File: src/rtl/gate_pkg.sv
package gate_pkg;
  typedef enum logic [1:0] {
    ST_OFF   = 2'd0,
    ST_REQ   = 2'd1,
    ST_RUN   = 2'd2,
    ST_DRAIN = 2'd3
  } gate_st_e;
endpackage

File: src/rtl/cg_sync2.sv
module cg_sync2 (
  input  logic clk,
  input  logic rst_n,
  input  logic d,
  output logic q
);
  logic s1;
  always_ff @(posedge clk or negedge rst_n) begin
    if (!rst_n) begin
      s1 <= 1'b0;
      q  <= 1'b0;
    end else begin
      s1 <= d;
      q  <= s1;
    end
  end
endmodule

File: src/rtl/cg_outstanding.sv
module cg_outstanding #(
  parameter int CNT_W = 4
) (
  input  logic             clk,
  input  logic             rst_n,
  input  logic             up_aw,
  input  logic             up_ar,
  input  logic             dn_b,
  input  logic             dn_r,
  output logic [CNT_W-1:0] count,
  output logic             zero
);
  function automatic logic [CNT_W-1:0] step(input logic [CNT_W-1:0] cur,
                                            input logic a, input logic b,
                                            input logic c, input logic d);
    logic [1:0] up;
    logic [1:0] dn;
    up = {1'b0, a} + {1'b0, b};
    dn = {1'b0, c} + {1'b0, d};
    return cur + CNT_W'(up) - CNT_W'(dn);
  endfunction

  always_ff @(posedge clk or negedge rst_n) begin
    if (!rst_n) count <= '0;
    else        count <= step(count, up_aw, up_ar, dn_b, dn_r);
  end

  assign zero = (count == '0);
endmodule

File: src/rtl/cg_ctrl.sv
module cg_ctrl
  import gate_pkg::*;
#(
  parameter int IDLE_W     = 8,
  parameter int TO_W       = 8,
  parameter bit TIMEOUT_EN = 1'b1
) (
  input  logic              clk,
  input  logic              rst_n,
  input  logic              access,
  input  logic              busy,
  input  logic              ack_s,
  input  logic [IDLE_W-1:0] idle_limit,
  input  logic [TO_W-1:0]   to_limit,
  output gate_st_e          state,
  output logic              gate_open,
  output logic              clk_req,
  output logic              ack_timeout
);
  gate_st_e          nxt;
  logic [IDLE_W-1:0] idle_cnt;
  logic              idle_done;

  function automatic logic idle_hit(input logic [IDLE_W-1:0] cnt,
                                    input logic [IDLE_W-1:0] lim);
    logic [IDLE_W:0] eff;
    eff = (lim == '0) ? (IDLE_W+1)'(1) : {1'b0, lim};
    return ({1'b0, cnt} + (IDLE_W+1)'(1)) >= eff;
  endfunction

  assign idle_done = !busy && idle_hit(idle_cnt, idle_limit);

  always_comb begin
    nxt = state;
    unique case (state)
      ST_OFF:   if (access && !ack_s) nxt = ST_REQ;
      ST_REQ:   if (ack_s)            nxt = ST_RUN;
      ST_RUN:   if (idle_done)        nxt = ST_DRAIN;
      ST_DRAIN: nxt = access ? ST_RUN : ST_OFF;
      default:  nxt = ST_OFF;
    endcase
  end

  always_ff @(posedge clk or negedge rst_n) begin
    if (!rst_n) begin
      state    <= ST_OFF;
      idle_cnt <= '0;
    end else begin
      state <= nxt;
      if (state == ST_RUN && !busy && !idle_done) idle_cnt <= idle_cnt + 1'b1;
      else                                        idle_cnt <= '0;
    end
  end

  assign gate_open = (state == ST_RUN) || (state == ST_DRAIN);
  assign clk_req   = (state != ST_OFF);

  generate
    if (TIMEOUT_EN) begin : g_to
      logic [TO_W-1:0] wait_cnt;
      always_ff @(posedge clk or negedge rst_n) begin
        if (!rst_n)                                    wait_cnt <= '0;
        else if (state == ST_REQ && wait_cnt != '1)    wait_cnt <= wait_cnt + 1'b1;
        else if (state != ST_REQ)                      wait_cnt <= '0;
      end
      assign ack_timeout = (state == ST_REQ) && (wait_cnt >= to_limit);
    end else begin : g_no_to
      assign ack_timeout = 1'b0;
    end
  endgenerate
endmodule

File: src/rtl/axi_clkreq_gate.sv
module axi_clkreq_gate
  import gate_pkg::*;
#(
  parameter int CNT_W      = 4,
  parameter int IDLE_W     = 8,
  parameter int TO_W       = 8,
  parameter bit TIMEOUT_EN = 1'b1
) (
  input  logic              clk,
  input  logic              rst_n,
  input  logic [IDLE_W-1:0] idle_limit,
  input  logic [TO_W-1:0]   to_limit,
  input  logic              s_awvalid,
  output logic              s_awready,
  input  logic              s_arvalid,
  output logic              s_arready,
  output logic              m_awvalid,
  input  logic              m_awready,
  output logic              m_arvalid,
  input  logic              m_arready,
  input  logic              bvalid,
  input  logic              bready,
  input  logic              rvalid,
  input  logic              rready,
  input  logic              rlast,
  output logic              clk_req,
  input  logic              clk_ack,
  output logic              ack_timeout
);
  logic             ack_sync;
  logic             access;
  logic             gate_open;
  logic             aw_hs, ar_hs, b_hs, rl_hs;
  logic [CNT_W-1:0] outst;
  logic             outst_zero;
  gate_st_e         state;

  assign access    = s_awvalid | s_arvalid;
  assign m_awvalid = s_awvalid & gate_open;
  assign m_arvalid = s_arvalid & gate_open;
  assign s_awready = m_awready & gate_open;
  assign s_arready = m_arready & gate_open;

  assign aw_hs = m_awvalid & m_awready;
  assign ar_hs = m_arvalid & m_arready;
  assign b_hs  = bvalid & bready;
  assign rl_hs = rvalid & rready & rlast;

  cg_sync2 u_sync (
    .clk  (clk),
    .rst_n(rst_n),
    .d    (clk_ack),
    .q    (ack_sync)
  );

  cg_outstanding #(.CNT_W(CNT_W)) u_cnt (
    .clk  (clk),
    .rst_n(rst_n),
    .up_aw(aw_hs),
    .up_ar(ar_hs),
    .dn_b (b_hs),
    .dn_r (rl_hs),
    .count(outst),
    .zero (outst_zero)
  );

  cg_ctrl #(.IDLE_W(IDLE_W), .TO_W(TO_W), .TIMEOUT_EN(TIMEOUT_EN)) u_ctrl (
    .clk        (clk),
    .rst_n      (rst_n),
    .access     (access),
    .busy       (access | ~outst_zero),
    .ack_s      (ack_sync),
    .idle_limit (idle_limit),
    .to_limit   (to_limit),
    .state      (state),
    .gate_open  (gate_open),
    .clk_req    (clk_req),
    .ack_timeout(ack_timeout)
  );
endmodule

File: config.mk
export PLATFORM = sky130hd
export DESIGN_NAME = axi_clkreq_gate
export DESIGN_NICKNAME = d
export VERILOG_FILES = /design/src/rtl/gate_pkg.sv /design/src/rtl/cg_sync2.sv /design/src/rtl/cg_outstanding.sv /design/src/rtl/cg_ctrl.sv /design/src/rtl/axi_clkreq_gate.sv
export SDC_FILE = /design/constraint.sdc
export NUM_CORES = 1
export LEC_CHECK = 0
export BUFFER_PORTS_ARGS = -buffer_cell sky130_fd_sc_hd__buf_2
export CORE_UTILIZATION = 40
export DETAILED_ROUTE_END_ITERATION = 6
export PLACE_DENSITY = 0.57
export SLEW_MARGIN = 40
export SYNTH_ARGS = -nofsm -noshare
export SYNTH_HDL_FRONTEND = slang
export SYNTH_SLANG_ARGS = --single-unit
File: constraint.sdc
create_clock -name clk -period 2.9 [get_ports clk]
set_input_delay 0.145 -clock clk [delete_from_list [all_inputs] [get_ports clk]]
set_output_delay 0.145 -clock clk [all_outputs]
set_load 0.01 [all_outputs]
**Yosys cells after proc, flatten, opt, wreduce, memory -nomap -nowiden**

Index checks and enable logic that the tools add are counted.
W data, S select, Z words.

- Add/sub/neg operators: 7
- $lt $le $gt $ge: 2
- Equality and inequality tests: 8
- Muxes and demuxes: 9
- Bitwise operators: 12
- Reductions and logical operators: 16

Operators with widths:

| cell | count |
|---|---|
| $mux W8 | 4 |
| $add A8 B1 Y8 const B | 2 |
| $add A8 B1 Y9 const B | 1 |
| $and A1 B1 Y1 | 9 |
| $ge A9 B9 Y1 | 1 |
| $ge A8 B8 Y1 | 1 |
| $logic_not A8 Y1 | 1 |
| $mux W2 | 4 |
| $ne A8 B8 Y1 const B | 1 |
| $pmux W2 S4 | 1 |
| $logic_and A1 B1 Y1 | 6 |
| $ne A2 B1 Y1 const B | 3 |
| $add A1 B1 Y2 | 2 |
| $add A4 B2 Y4 | 1 |
| $eq A2 B2 Y1 const B | 2 |
| $logic_not A4 Y1 | 1 |
| $reduce_bool A2 Y1 | 2 |
| $sub A4 B2 Y4 | 1 |
| $logic_not A1 Y1 | 3 |
| $reduce_and A3 Y1 | 1 |
| $eq A2 B1 Y1 const B | 1 |
| $logic_not A2 Y1 | 1 |
| $ne A2 B2 Y1 const B | 1 |
| $or A1 B1 Y1 | 2 |
| 2 further kinds | 2 |

- Register bits after elaboration: 24
- Bits of input ports: 28

**Logic depth before layout (Yosys ltp)**

Gate-level depths: netlist of the first run.

- Depth in word-level cells: 8
- Mapped depth: 10

**Hierarchy**

A second synthesis of the first run with hierarchy kept.

- Cells, all modules: 170
- Area, all modules: 1659.1 µm²

Modules (own cells, without submodules):

| module | instances | cells each | area each (µm²) | seq. area each (µm²) |
|---|---|---|---|---|
| cg_ctrl | 1 | 137 | 1288.7 | 450.4 |
| cg_outstanding | 1 | 21 | 252.7 | 100.1 |
| axi_clkreq_gate | 1 | 10 | 67.6 | 0.0 |
| cg_sync2 | 1 | 2 | 50.0 | 50.0 |

**Worst setup path after synthesis of the first run**

No wires, ideal clock.

- Kind: reg-to-reg
- From: register u_ctrl.state[1]
- To: register u_cnt.count[2]
- Arrival: 2480 ps
- Data required time: 2836 ps
- Slack: 356 ps
- Stages on the path, launching flop included: 11
- Path buffers: 1
- Clock period less this slack: 2544 ps
- Cell sequence: dfrtp_1 > clkbuf_1 > and2_1 > nand2_1 > fa_1 > inv_1 > fa_1 > ha_1 > inv_1 > fa_1 > inv_1

- Cells in the longest elaborated chain, start to end: 7
- Elaborated cells on any way between the ends: 10

Ends and longest elaborated chain:

| what | line | text |
|---|---|---|
| start: declaration | cg_ctrl.sv:15 | `output gate_st_e state,` |
| start signal: assignment | cg_ctrl.sv:49 | `state <= nxt;` |
| $eq A2 B2 Y1 | cg_ctrl.sv:55 | `assign gate_open = (state == ST_RUN) \|\| (state == ST_DRAIN);` |
| $logic_or A1 B1 Y1 (*) | cg_ctrl.sv:55 |  |
| $and A1 B1 Y1 (on tied branches) | axi_clkreq_gate.sv:39, axi_clkreq_gate.sv:40 |  |
| $and A1 B1 Y1 (on tied branches) | axi_clkreq_gate.sv:44, axi_clkreq_gate.sv:45 |  |
| $add A1 B1 Y2 (*) | cg_outstanding.sv:18 | `up = {1'b0, a} + {1'b0, b};` |
| $add A4 B2 Y4 (*) | cg_outstanding.sv:20 | `return cur + CNT_W'(up) - CNT_W'(dn);` |
| $sub A4 B2 Y4 (*) | cg_outstanding.sv:20 |  |
| end signal: assignment | cg_outstanding.sv:25 | `else count <= step(count, up_aw, up_ar, dn_b, dn_r);` |
| end: declaration | cg_outstanding.sv:10 | `output logic [CNT_W-1:0] count,` |

Mark *: on every way between the ends. The rest lies on a longest branch, timed or not.
A chain may end at the register's enable or synchronous reset.

**Worst setup path after layout of the first run**

- From: register u_ctrl.idle_cnt[0]
- To: register u_ctrl.idle_cnt[7]

- Cells in the longest elaborated chain, start to end: 6
- Elaborated cells on any way between the ends: 7

Ends and longest elaborated chain:

| what | line | text |
|---|---|---|
| start: declaration | cg_ctrl.sv:21 | `logic [IDLE_W-1:0] idle_cnt;` |
| start signal: assignment | cg_ctrl.sv:50 | `if (state == ST_RUN && !busy && !idle_done) idle_cnt <= idle_cnt + 1'b1;` |
| $add A8 B1 Y9 | cg_ctrl.sv:28 | `return ({1'b0, cnt} + (IDLE_W+1)'(1)) >= eff;` |
| $ge A9 B9 Y1 | cg_ctrl.sv:28 |  |
| $logic_and A1 B1 Y1 | cg_ctrl.sv:31 | `assign idle_done = !busy && idle_hit(idle_cnt, idle_limit);` |
| $logic_not A1 Y1 | cg_ctrl.sv:50 |  |
| $logic_and A1 B1 Y1 | cg_ctrl.sv:50 |  |
| $mux W8 (*) | cg_ctrl.sv:50 |  |

Marks and branches as above.

==> results of run 1 <==
[final cells by class]
cell class / instances / area (sq um) / share of cell area
clock buffers: 3 / 41.3 / 0.0203
clock inverters: 1 / 30.0 / 0.0148
inverters: 24 / 90.1 / 0.0444
multi-input cells: 121 / 1010 / 0.499
flip-flops and latches: 24 / 601 / 0.296
well taps: 50 / 62.6 / 0.0308
repair buffers: 36 / 193 / 0.0949
[cell usage in the layout (no fill, tap or decap), types with 2 or more instances in the layout]
cell | netlist | layout
buf_2 | 0 | 33
inv_1 | 24 | 24
dfrtp_1 | 24 | 24
ha_1 | 21 | 21
nor2_1 | 11 | 11
a21oi_1 | 9 | 9
nand2_1 | 7 | 7
xor2_1 | 7 | 7
nor4b_2 | 7 | 7
and2_1 | 6 | 6
nor3_1 | 5 | 5
nand3_1 | 4 | 4
and3_1 | 3 | 3
nand4_1 | 3 | 3
xnor2_1 | 3 | 3
a31oi_1 | 3 | 3
and4_1 | 3 | 3
fa_1 | 3 | 3
clkbuf_8 | 0 | 3
o21bai_1 | 2 | 2
nor2b_1 | 2 | 2
nand2b_1 | 2 | 2
a21o_1 | 2 | 2
o21ai_0 | 2 | 2
dlygate4sd3_1 | 0 | 2
[stage by stage]
step                utilization  hold slack (ns)  area, sq um  setup WS (ns)
floorplan                     -           -0.151         1730          0.356
global placement          0.475            0.156         1940          0.517
detailed placement        0.475            0.156         1940          0.372
CTS                       0.497            0.200         2030          0.348
global route              0.497            0.213         2030          0.212
finish                    0.497            0.204         2030          0.375
[registers in the layout (all words and copies together) (netlist names)]
register and flops:
u_ctrl.idle_cnt 8, u_cnt.count 4, u_ctrl.state 2, u_sync.s1 1
u_sync.q 1, u_ctrl.g_to.wait_cnt 8
[report_power, final]
group | leakage [uW] | total, uW | internal, uW | switching [uW]
combinational | 0.000686 | 271 | 128 | 143
clock | 0.0000357 | 290 | 185 | 105
sequential | 0.000317 | 413 | 380 | 32.4
total | 0.00104 | 973 | 693 | 280
[kinds of logic after synthesis]
family | synth area share
AND/OR/NAND/NOR | 0.254
flip-flops | 0.348
buffers and inverters | 0.0659
adder cells (fa/ha/maj) | 0.187
XOR/XNOR | 0.0507
AO/OA/AOI/OAI | 0.0949
[worst register-to-register path: cells and delay by family (launching register included)]
| family | cells | cell delay, ns |
|---|---|---|
| DFF | 1 | 0.43 |
| AOI/OAI and AO/OA | 2 | 0.59 |
| and+or+nand+nor | 4 | 0.69 |
| xor gates and xnor gates | 1 | 0.22 |
| adders and majority gates | 2 | 0.51 |
[synthesized netlist by cell type, drive strengths merged (5+ instances only)]
cell | n | area [sq um]
a21oi | 9 | 45.0
and2 | 6 | 37.5
dfrtp | 24 | 601
ha | 21 | 263
inv | 24 | 90.1
nand2 | 7 | 26.3
nand3 | 5 | 30.0
nand4 | 5 | 52.6
nor2 | 12 | 47.6
nor3 | 6 | 35.0
nor4b | 7 | 105
xor2 | 7 | 61.3
[per-layer routing]
layer	GRT usage	vias to the layer above
met5	0	-
met4	0.0559	0
met1	0.199	601
met3	0.0253	4
li1	-	673
met2	0.251	22
[worst max path at each step]
stage	from	endpoint	slack (ns)
floorplan	u_ctrl.state[1]$_DFFE_PN0P_	u_cnt.count[2]$_DFF_PN0_	0.36
global placement	u_ctrl.idle_cnt[0]$_DFF_PN0_	u_ctrl.state[0]$_DFFE_PN0P_	0.52
detailed placement	u_ctrl.idle_cnt[0]$_DFF_PN0_	u_ctrl.idle_cnt[7]$_DFF_PN0_	0.37
CTS	u_ctrl.idle_cnt[0]$_DFF_PN0_	u_ctrl.idle_cnt[7]$_DFF_PN0_	0.35
global route	u_ctrl.idle_cnt[0]$_DFF_PN0_	u_ctrl.idle_cnt[6]$_DFF_PN0_	0.21
finish	u_ctrl.idle_cnt[0]$_DFF_PN0_	u_ctrl.idle_cnt[7]$_DFF_PN0_	0.37
[what timing repair did]
action | CTS | global route
hold buffers | 2 | 0
setup endpoints to repair | 0 | 0
hold endpoints to repair | 25 | 0
==> impl_metrics.tcl, run 1 <==
set metrics [dict create \
    status "finished, final reports clean" \
    syn_avg_cell_area_sq_um 9.99 \
    antenna_found_initial 0 \
    worst_hold_startpoint "s_awvalid" \
    clkTransAtPathRegs_ns 0.08 \
    maxCapViolations 0 \
    top_layer_used "met4" \
    post-cts-setup-buffers 0 \
    worst-path-stages 9 \
    dr_total_vias 1300 \
    max_freq_mhz 396 \
    htree_num_levels 1 \
    report.final.slew_viol_count 0 \
    diodes 0 \
    insertion_delay_ns 0.27 \
    fin_worst_skew_ns 0.00457 \
    cts_tree "built" \
    crit_buf_inv 0 \
    relSlewSlack 0.655 \
    min_path_cells 3 \
    startpoint_type "register" \
    power_density_nw_per_um2 479 \
    cts_resized 0 \
    yosysWarnings 0 \
    clockBufferDepth 2 \
    wl_met2_microns 1420 \
    grt_pass1_wl_microns 5260 \
    io_buffer_count 33 \
    wirelength_microns 3000 \
    grt_max_degree 25 \
    cts-root-buf "clkbuf_8" \
    min_to "u_ctrl.state[1]$_DFFE_PN0P_" \
    via_per_inst 5.02 \
    synth_ff_type "dfrtp_1" \
    max_stage_delay_ns 0.50 \
    crit_fanout 9 \
    reg2reg_depth 9 \
    rr_endpoint "u_ctrl.idle_cnt[7]$_DFF_PN0_" \
    crit_type "register to register" \
    dp.cells 253 \
    final_layout_size_suffix_gt1_frac 0.258 \
    finalCritPeriodShare 0.871 \
    dieArea_sq_um 4590 \
    initial_core_util 0.423 \
    power.leakage_uw 0.00104 \
    nFillCells 401 \
    die_h_microns 67.7 \
    syn-instance-count 173 \
    dp_hpwl_microns 2450 \
    met1Wirelength_microns 1450 \
    row_count 23 \
    wl_per_cell_microns 11.6 \
    overflow 0 \
    numCtsBuffers 3 \
    cpLargestDelayFamily "simple AND/OR/NAND/NOR gates" \
    async_flop_share 1.00 \
    route.detailed.drc 0 \
    synth_seq_cells 24 \
    dr_wl_met3_microns 87 \
    hold_class "primary input to register" \
    nNetsFinal 262 \
    synth.distinct_cells 41 \
    worst_pin_slew_ns 0.518 \
    core_area_sq_um 4090 \
    pin_count 34 \
    r2r_setup_slack_ns 0.37 \
    layout_min_cycle_time_ns 2.53 \
    synthToLayoutAreaGrowth_pct 17.5 \
    cts.sinks 24 \
    grt_usage 0.153 \
    max-vdd-ir-drop_uv 274 \
    drt_iter0_drc 18 \
    slowest_stage "a311o_1" \
    globalplace.congestion 0.771 \
    endpoint_kind "register" \
    rsz0062_at_grt "false" \
    cp_common_cell "ha_1" \
    r2r-start "u_ctrl.idle_cnt[0]$_DFF_PN0_" \
    finalSetupViolCount 0 \
    worstPathCellList "ha_1 -> nand3_2 -> nor2_2 -> xor2_1 -> ha_1 -> nand3_1 -> o21bai_1 -> a311o_1 -> nor4b_2" \
    cp.required_ns 3.08 \
    die_w_microns 67.7 \
    power.total_uw 973 \
    syn-num-nets 225 \
    synth_edf_count 0 \
    fin_setup_tns_ns 0 \
    instances_no_fill 259 \
    arrival_ns 2.70 \
    drt_pass1_iterations 4 \
    ant_nets 0 \
    netlist_area_sq_um 1730 \
    seq_area_frac_synth 0.348 \
    hold_violations 0 \
    grt_pass1_vias 1253 \
]
(Power assumes the default switching activity.)
==> inputs of run 2 (changes only) <==
Settings changed: ABC_AREA set to 1, CORE_MARGIN set to 2.
==> impl_metrics.tcl, run 2 <==
set metrics [dict create \
    endpoint_kind "register" \
    clockBufferDepth 2 \
    cp_common_cell "inv_1" \
    syn-num-nets 269 \
    grt_pass1_wl_microns 5350 \
    cts_hold_buf 2 \
    top_regs "u_ctrl.g_to.wait_cnt (8), u_ctrl.idle_cnt (8), u_cnt.count (4)" \
    pin_count 34 \
    synth_ff_type "dfrtp_1" \
    nNetsFinal 308 \
    globalplace.congestion 0.757 \
    core_area_sq_um 4320 \
    yosys-top-cells-count "52 x inv_1, 39 x nand2_1, 24 x dfrtp_1" \
    wirelength_microns 2920 \
    intPower_uw 631 \
    dr_total_vias 1358 \
    fin_worst_skew_ns 0.00315 \
    row_count 24 \
    power_frac_seq 0.461 \
    pwr-share-comb 0.199 \
    startpoint_type "register" \
    report.final.slew_viol_count 0 \
    nFillCells 434 \
    hold_violations 0 \
    hold_class "primary input to register" \
    synth.area.top_cells "dfrtp_1 34%, ha_1 15%, inv_1 11%" \
    wl_per_cell_microns 9.52 \
    seq_area_sq_um 601 \
    p_clk_frac 0.339 \
    fin_setup_tns_ns 0 \
    route.detailed.drc 0 \
    drt_pass1_iterations 4 \
    netlist_area_sq_um 1780 \
    cp.required_ns 3.11 \
    synth.most_common_cell "inv_1" \
    grt_usage 0.128 \
    seq_area_frac_synth 0.338 \
    r2r_setup_slack_ns 0.54 \
    clkTransAtPathRegs_ns 0.09 \
    grt_max_degree 25 \
    die_w_microns 70.6 \
    utilization 0.484 \
    slowest_stage "dfrtp_1" \
    reg2reg_depth 10 \
    crit_end "u_cnt.count[2]$_DFF_PN0_" \
    power.leakage_uw 0.00122 \
    io_buffer_count 33 \
    rsz0062_at_grt "false" \
    die_h_microns 70.6 \
    fin_ws_ns 0.540 \
    yosysWarnings 0 \
    final_layout_size_suffix_gt1_frac 0.239 \
    arrival_ns 2.57 \
    synthToLayoutAreaGrowth_pct 17.7 \
    drt_iter0_drc 60 \
    diodes 0 \
    worst_pin_slew_ns 0.543 \
    cts.sinks 24 \
    synth_edf_count 0 \
    cts-root-buf "clkbuf_8" \
    numCtsBuffers 3 \
    synth_top_area_share 0.338 \
    insertion_delay_ns 0.26 \
    relSlewSlack 0.638 \
    syn-instance-count 217 \
    finalSetupViolCount 0 \
    max-vdd-ir-drop_uv 289 \
    power_density_nw_per_um2 405 \
    layout_min_cycle_time_ns 2.36 \
    synth.distinct_cells 32 \
    max_freq_mhz 424 \
    overflow 0 \
    worstPathCellList "nand2_1 -> inv_1 -> nand2_1 -> fa_1 -> inv_1 -> fa_1 -> ha_1 -> inv_1 -> fa_1 -> inv_1" \
    antenna_found_initial 0 \
    synth_seq_cells 24 \
    max_stage_delay_ns 0.49 \
    grt_pass1_vias 1329 \
    r2r-start "u_ctrl.state[1]$_DFFE_PN0P_" \
    via_per_inst 4.42 \
    post-cts-setup-buffers 0 \
    mostFrequentLayoutCells "52 x inv_1, 39 x nand2_1, 33 x buf_2, 24 x dfrtp_1, 21 x ha_1" \
    dp_hpwl_microns 2440 \
    maxCapViolations 0 \
    synth_top_area_cell "dfrtp_1" \
    cp-startpoint "u_ctrl.state[1]$_DFFE_PN0P_" \
    async_flop_share 1.00 \
    multi_input_area_sq_um 953 \
    layout_commonest_cell "inv_1" \
    finalCritPeriodShare 0.814 \
    crit_type "register to register" \
    switching_share 0.254 \
    cts_resized 0 \
    dieArea_sq_um 4990 \
    place_ws_ns 0.524 \
    syn_avg_cell_area_sq_um 8.19 \
    htree_num_levels 1 \
    p_sw_uw 215 \
    initial_core_util 0.411 \
    crit_fanout 7 \
    rr_endpoint "u_cnt.count[2]$_DFF_PN0_" \
    cts_tree "built" \
    status "finished, final reports clean" \
    ant_nets 0 \
]
-- run 2: cell types whose count changed in the layout (fill, tap and decap cells not counted), moves of 4 or more --
cell     previous run  this run
nor2_4              0         4
nor2_1             11        16
nor4b_2             7         0
inv_2               0         4
and2_1              6         1
nand2_1             7        39
nor3_1              5         1
inv_1              24        52
-- run 2: power groups by stage --
| stage | logic [uW] | registers, uW | clock network (uW) |
|---|---|---|---|
| floorplan | 119 | 393 | 0 |
| global placement | 171 | 398 | 0 |
| detailed placement | 174 | 398 | 0 |
| CTS | 176 | 392 | 299 |
| global route | 210 | 396 | 316 |
| finish | 169 | 391 | 287 |
-- run 2: metal layers --
metal	part of all wire	vias up	global-route usage	routed length, microns
met3	0.035	2	0.00997	103
li1	-	744	-	-
met1	0.48	588	0.168	1400
met5	0	-	0	0
met4	0.0099	0	0.0377	29
met2	0.47	24	0.229	1390
-- run 2: cells by family after synthesis --
| group | count (synthesis) | share of synthesized area |
|---|---|---|
| buffers and inverters | 58 | 0.125 |
| AOI/OAI and AO/OA | 22 | 0.0761 |
| DFF | 24 | 0.338 |
| and+or+nand+nor | 83 | 0.245 |
| adders and majority gates | 24 | 0.182 |
| xor gates and xnor gates | 6 | 0.0338 |
-- run 2: worst min-delay path by stage --
| stage | startpoint | to | slack, ns | cells after the start |
|---|---|---|---|---|
| floorplan | rst_n | u_cnt.count[0]$_DFF_PN0_ | -0.15 | 0 |
| global placement | rst_n | u_sync.s1$_DFF_PN0_ | 0.17 | 1 |
| detailed placement | rst_n | u_sync.s1$_DFF_PN0_ | 0.17 | 1 |
| CTS | m_awready | u_cnt.count[0]$_DFF_PN0_ | 0.33 | 4 |
| global route | u_sync.s1$_DFF_PN0_ | u_sync.q$_DFF_PN0_ | 0.37 | 0 |
| finish | m_awready | u_cnt.count[0]$_DFF_PN0_ | 0.33 | 4 |
-- run 2: final cells by class --
cell class,instances,share of cell area
Multi-Input combinational cell,135,0.456
Sequential cell,24,0.287
Inverter,57,0.103
Timing Repair Buffer,35,0.0886
Tap cell,52,0.0311
Clock buffer,3,0.0197
Clock inverter,1,0.0144
-- run 2: through the flow --
step | hold slack [ns] | std cells | power (uW) | cell area, sq um
2_1_floorplan | -0.151 | 217 | 513 | 1780
3_3_place_gp | 0.168 | 301 | 569 | 2000
4_1_cts | 0.326 | 307 | 867 | 2090
6_report | 0.333 | 307 | 847 | 2090
3_5_place_dp | 0.169 | 301 | 571 | 2000
5_1_grt | 0.372 | 307 | 923 | 2090
-- run 2: worst max-delay path: cells and delay by family, from the launching register on --
| kind | cells | cell delay, ns |
|---|---|---|
| flip-flops | 1 | 0.49 |
| adder cells (fa/ha/maj) | 4 | 1.44 |
| AND/OR/NAND/NOR | 2 | 0.14 |
| buffers and inverters | 4 | 0.24 |
==> inputs of run 3 (changes only) <==
Clock period 2.9 ns to 2.2 ns, I/O delays scaled along.
==> impl_metrics.tcl, run 3 (synthesized netlist as in run 2, its figures left out) <==
set metrics [dict create \
    ant_nets 0 \
    finalCritPeriodShare 0.961 \
    mostFrequentLayoutCells "49 x inv_1, 33 x nand2_1, 33 x buf_2, 24 x dfrtp_1, 19 x ha_1" \
    antenna_found_initial 0 \
    core_area_sq_um 4320 \
    htree_num_levels 1 \
    rsz0062_at_grt "true" \
    grt_util_met2 0.231 \
    max-vdd-ir-drop_uv 380 \
    pwr-share-comb 0.236 \
    die_h_microns 70.6 \
    p_sw_uw 309 \
    max_freq_mhz 473 \
    globalplace.congestion 0.720 \
    endpoint_kind "register" \
    dp.cells 306 \
    fin_setup_tns_ns 0 \
    r2r_setup_slack_ns 0.08 \
    hold_ws_ns 0.351 \
    instances_no_fill 312 \
    wirelength_microns 3200 \
    relSlewSlack 0.641 \
    finalSetupViolCount 0 \
    arrival_ns 2.33 \
    insertion_delay_ns 0.27 \
    route.detailed.drc 0 \
    clkTransAtPathRegs_ns 0.09 \
    grt_max_degree 25 \
    top_usage_layer "met2" \
    crit_type "register to register" \
    via_per_inst 4.46 \
    grt_pass1_vias 1348 \
    nNetsFinal 313 \
    hold_violations 0 \
    status "finished, final reports clean" \
    pin_count 34 \
    die_w_microns 70.6 \
    cts.sinks 24 \
    intPower_uw 765 \
    power.leakage_uw 0.00125 \
    power.total_uw 1070 \
    final_layout_size_suffix_gt1_frac 0.323 \
    cp.required_ns 2.42 \
    dr_total_vias 1393 \
    maxCapViolations 0 \
    drt_pass1_iterations 5 \
    row_count 24 \
    initial_core_util 0.411 \
    reg2reg_depth 10 \
    grt_usage 0.138 \
    dieArea_sq_um 4990 \
    cts-root-buf "clkbuf_8" \
    synthToLayoutAreaGrowth_pct 22.4 \
    diodes 0 \
    report.final.slew_viol_count 0 \
    r2r-start "u_ctrl.state[1]$_DFFE_PN0P_" \
    stdcell_area_sq_um 2170 \
    fin_worst_skew_ns 0.00159 \
    grt_pass1_wl_microns 5640 \
    p_clk_frac 0.285 \
    cts_tree "built" \
    power_frac_seq 0.479 \
    met3_usage 0.0157 \
    dp_hpwl_microns 2540 \
    clockBufferDepth 2 \
    wl_per_cell_microns 10.3 \
    drt_iter0_drc 40 \
    use_met1 0.187 \
    placed_area_sq_um 2040 \
    layout_commonest_cell "inv_1" \
    overflow 0 \
    numCtsBuffers 3 \
    power_density_nw_per_um2 494 \
    crit_fanout 2 \
    worst_pin_slew_ns 0.539 \
    rr_endpoint "u_cnt.count[2]$_DFF_PN0_" \
    top_regs "u_ctrl.g_to.wait_cnt (8), u_ctrl.idle_cnt (8), u_cnt.count (4)" \
    hold_class "primary input to asynchronous set/reset pin" \
    startpoint_type "register" \
    io_buffer_count 33 \
    layout_min_cycle_time_ns 2.12 \
    switching_share 0.288 \
]
run 3: worst max-delay path by stage:
stage                                       startpoint                            to  slack [ns]  depth (start not counted)
after CTS                  u_ctrl.state[1]$_DFFE_PN0P_      u_cnt.count[2]$_DFF_PN0_        0.04                         10
final                      u_ctrl.state[1]$_DFFE_PN0P_      u_cnt.count[2]$_DFF_PN0_        0.08                         10
after detailed placement   u_ctrl.state[1]$_DFFE_PN0P_      u_cnt.count[2]$_DFF_PN0_        0.07                         10
after global placement     u_ctrl.state[1]$_DFFE_PN0P_      u_cnt.count[2]$_DFF_PN0_        0.07                         10
after floorplan            u_ctrl.state[1]$_DFFE_PN0P_      u_cnt.count[2]$_DFF_PN0_       0.006                         11
after global routing      u_ctrl.idle_cnt[1]$_DFF_PN0_  u_ctrl.idle_cnt[4]$_DFF_PN0_       -0.07                         17
run 3: final cells by class:
type,count,area [sq um]
clock buffers,4,55.1
fillers,425,2150
inverters,57,215
repair buffers,40,223
well taps,52,65.1
multi-input cells,135,1020
flip-flops and latches,24,601
run 3: per-stage QoR:
step / utilization / setup WS, ns
2_1_floorplan: - / 0.00648
3_3_place_gp: 0.473 / 0.0672
3_5_place_dp: 0.473 / 0.0688
4_1_cts: 0.490 / 0.0381
5_1_grt: 0.503 / -0.0707
6_report: 0.503 / 0.0847
run 3: power groups by stage:
stage / sequential, uW / clock [uW] / combinational, uW
after floorplan: 519 / 0 / 161
after global placement: 523 / 0 / 232
after detailed placement: 525 / 0 / 235
after CTS: 516 / 312 / 240
after global routing: 518 / 338 / 306
final: 514 / 306 / 253
run 3: critical path, cell delays in order (launching register included):
cell and delay (ns):
dfrtp_1 0.37, nand2_2 0.05, inv_2 0.05, nand2_2 0.05, fa_1 0.47, inv_1 0.05
fa_2 0.36, ha_4 0.17, inv_2 0.04, fa_1 0.39, inv_1 0.06
run 3: routing by layer:
metal	share of wire	wire [microns]
met5	0	0
met3	0.047	150
met2	0.47	1490
met4	0.011	34
met1	0.48	1520
run 3: timing repair:
action                     CTS  global route
hold endpoints to repair    25             0
hold buffers                 2             0
gates resized for setup      0            17
setup endpoints to repair    0            12
setup buffers                0             0
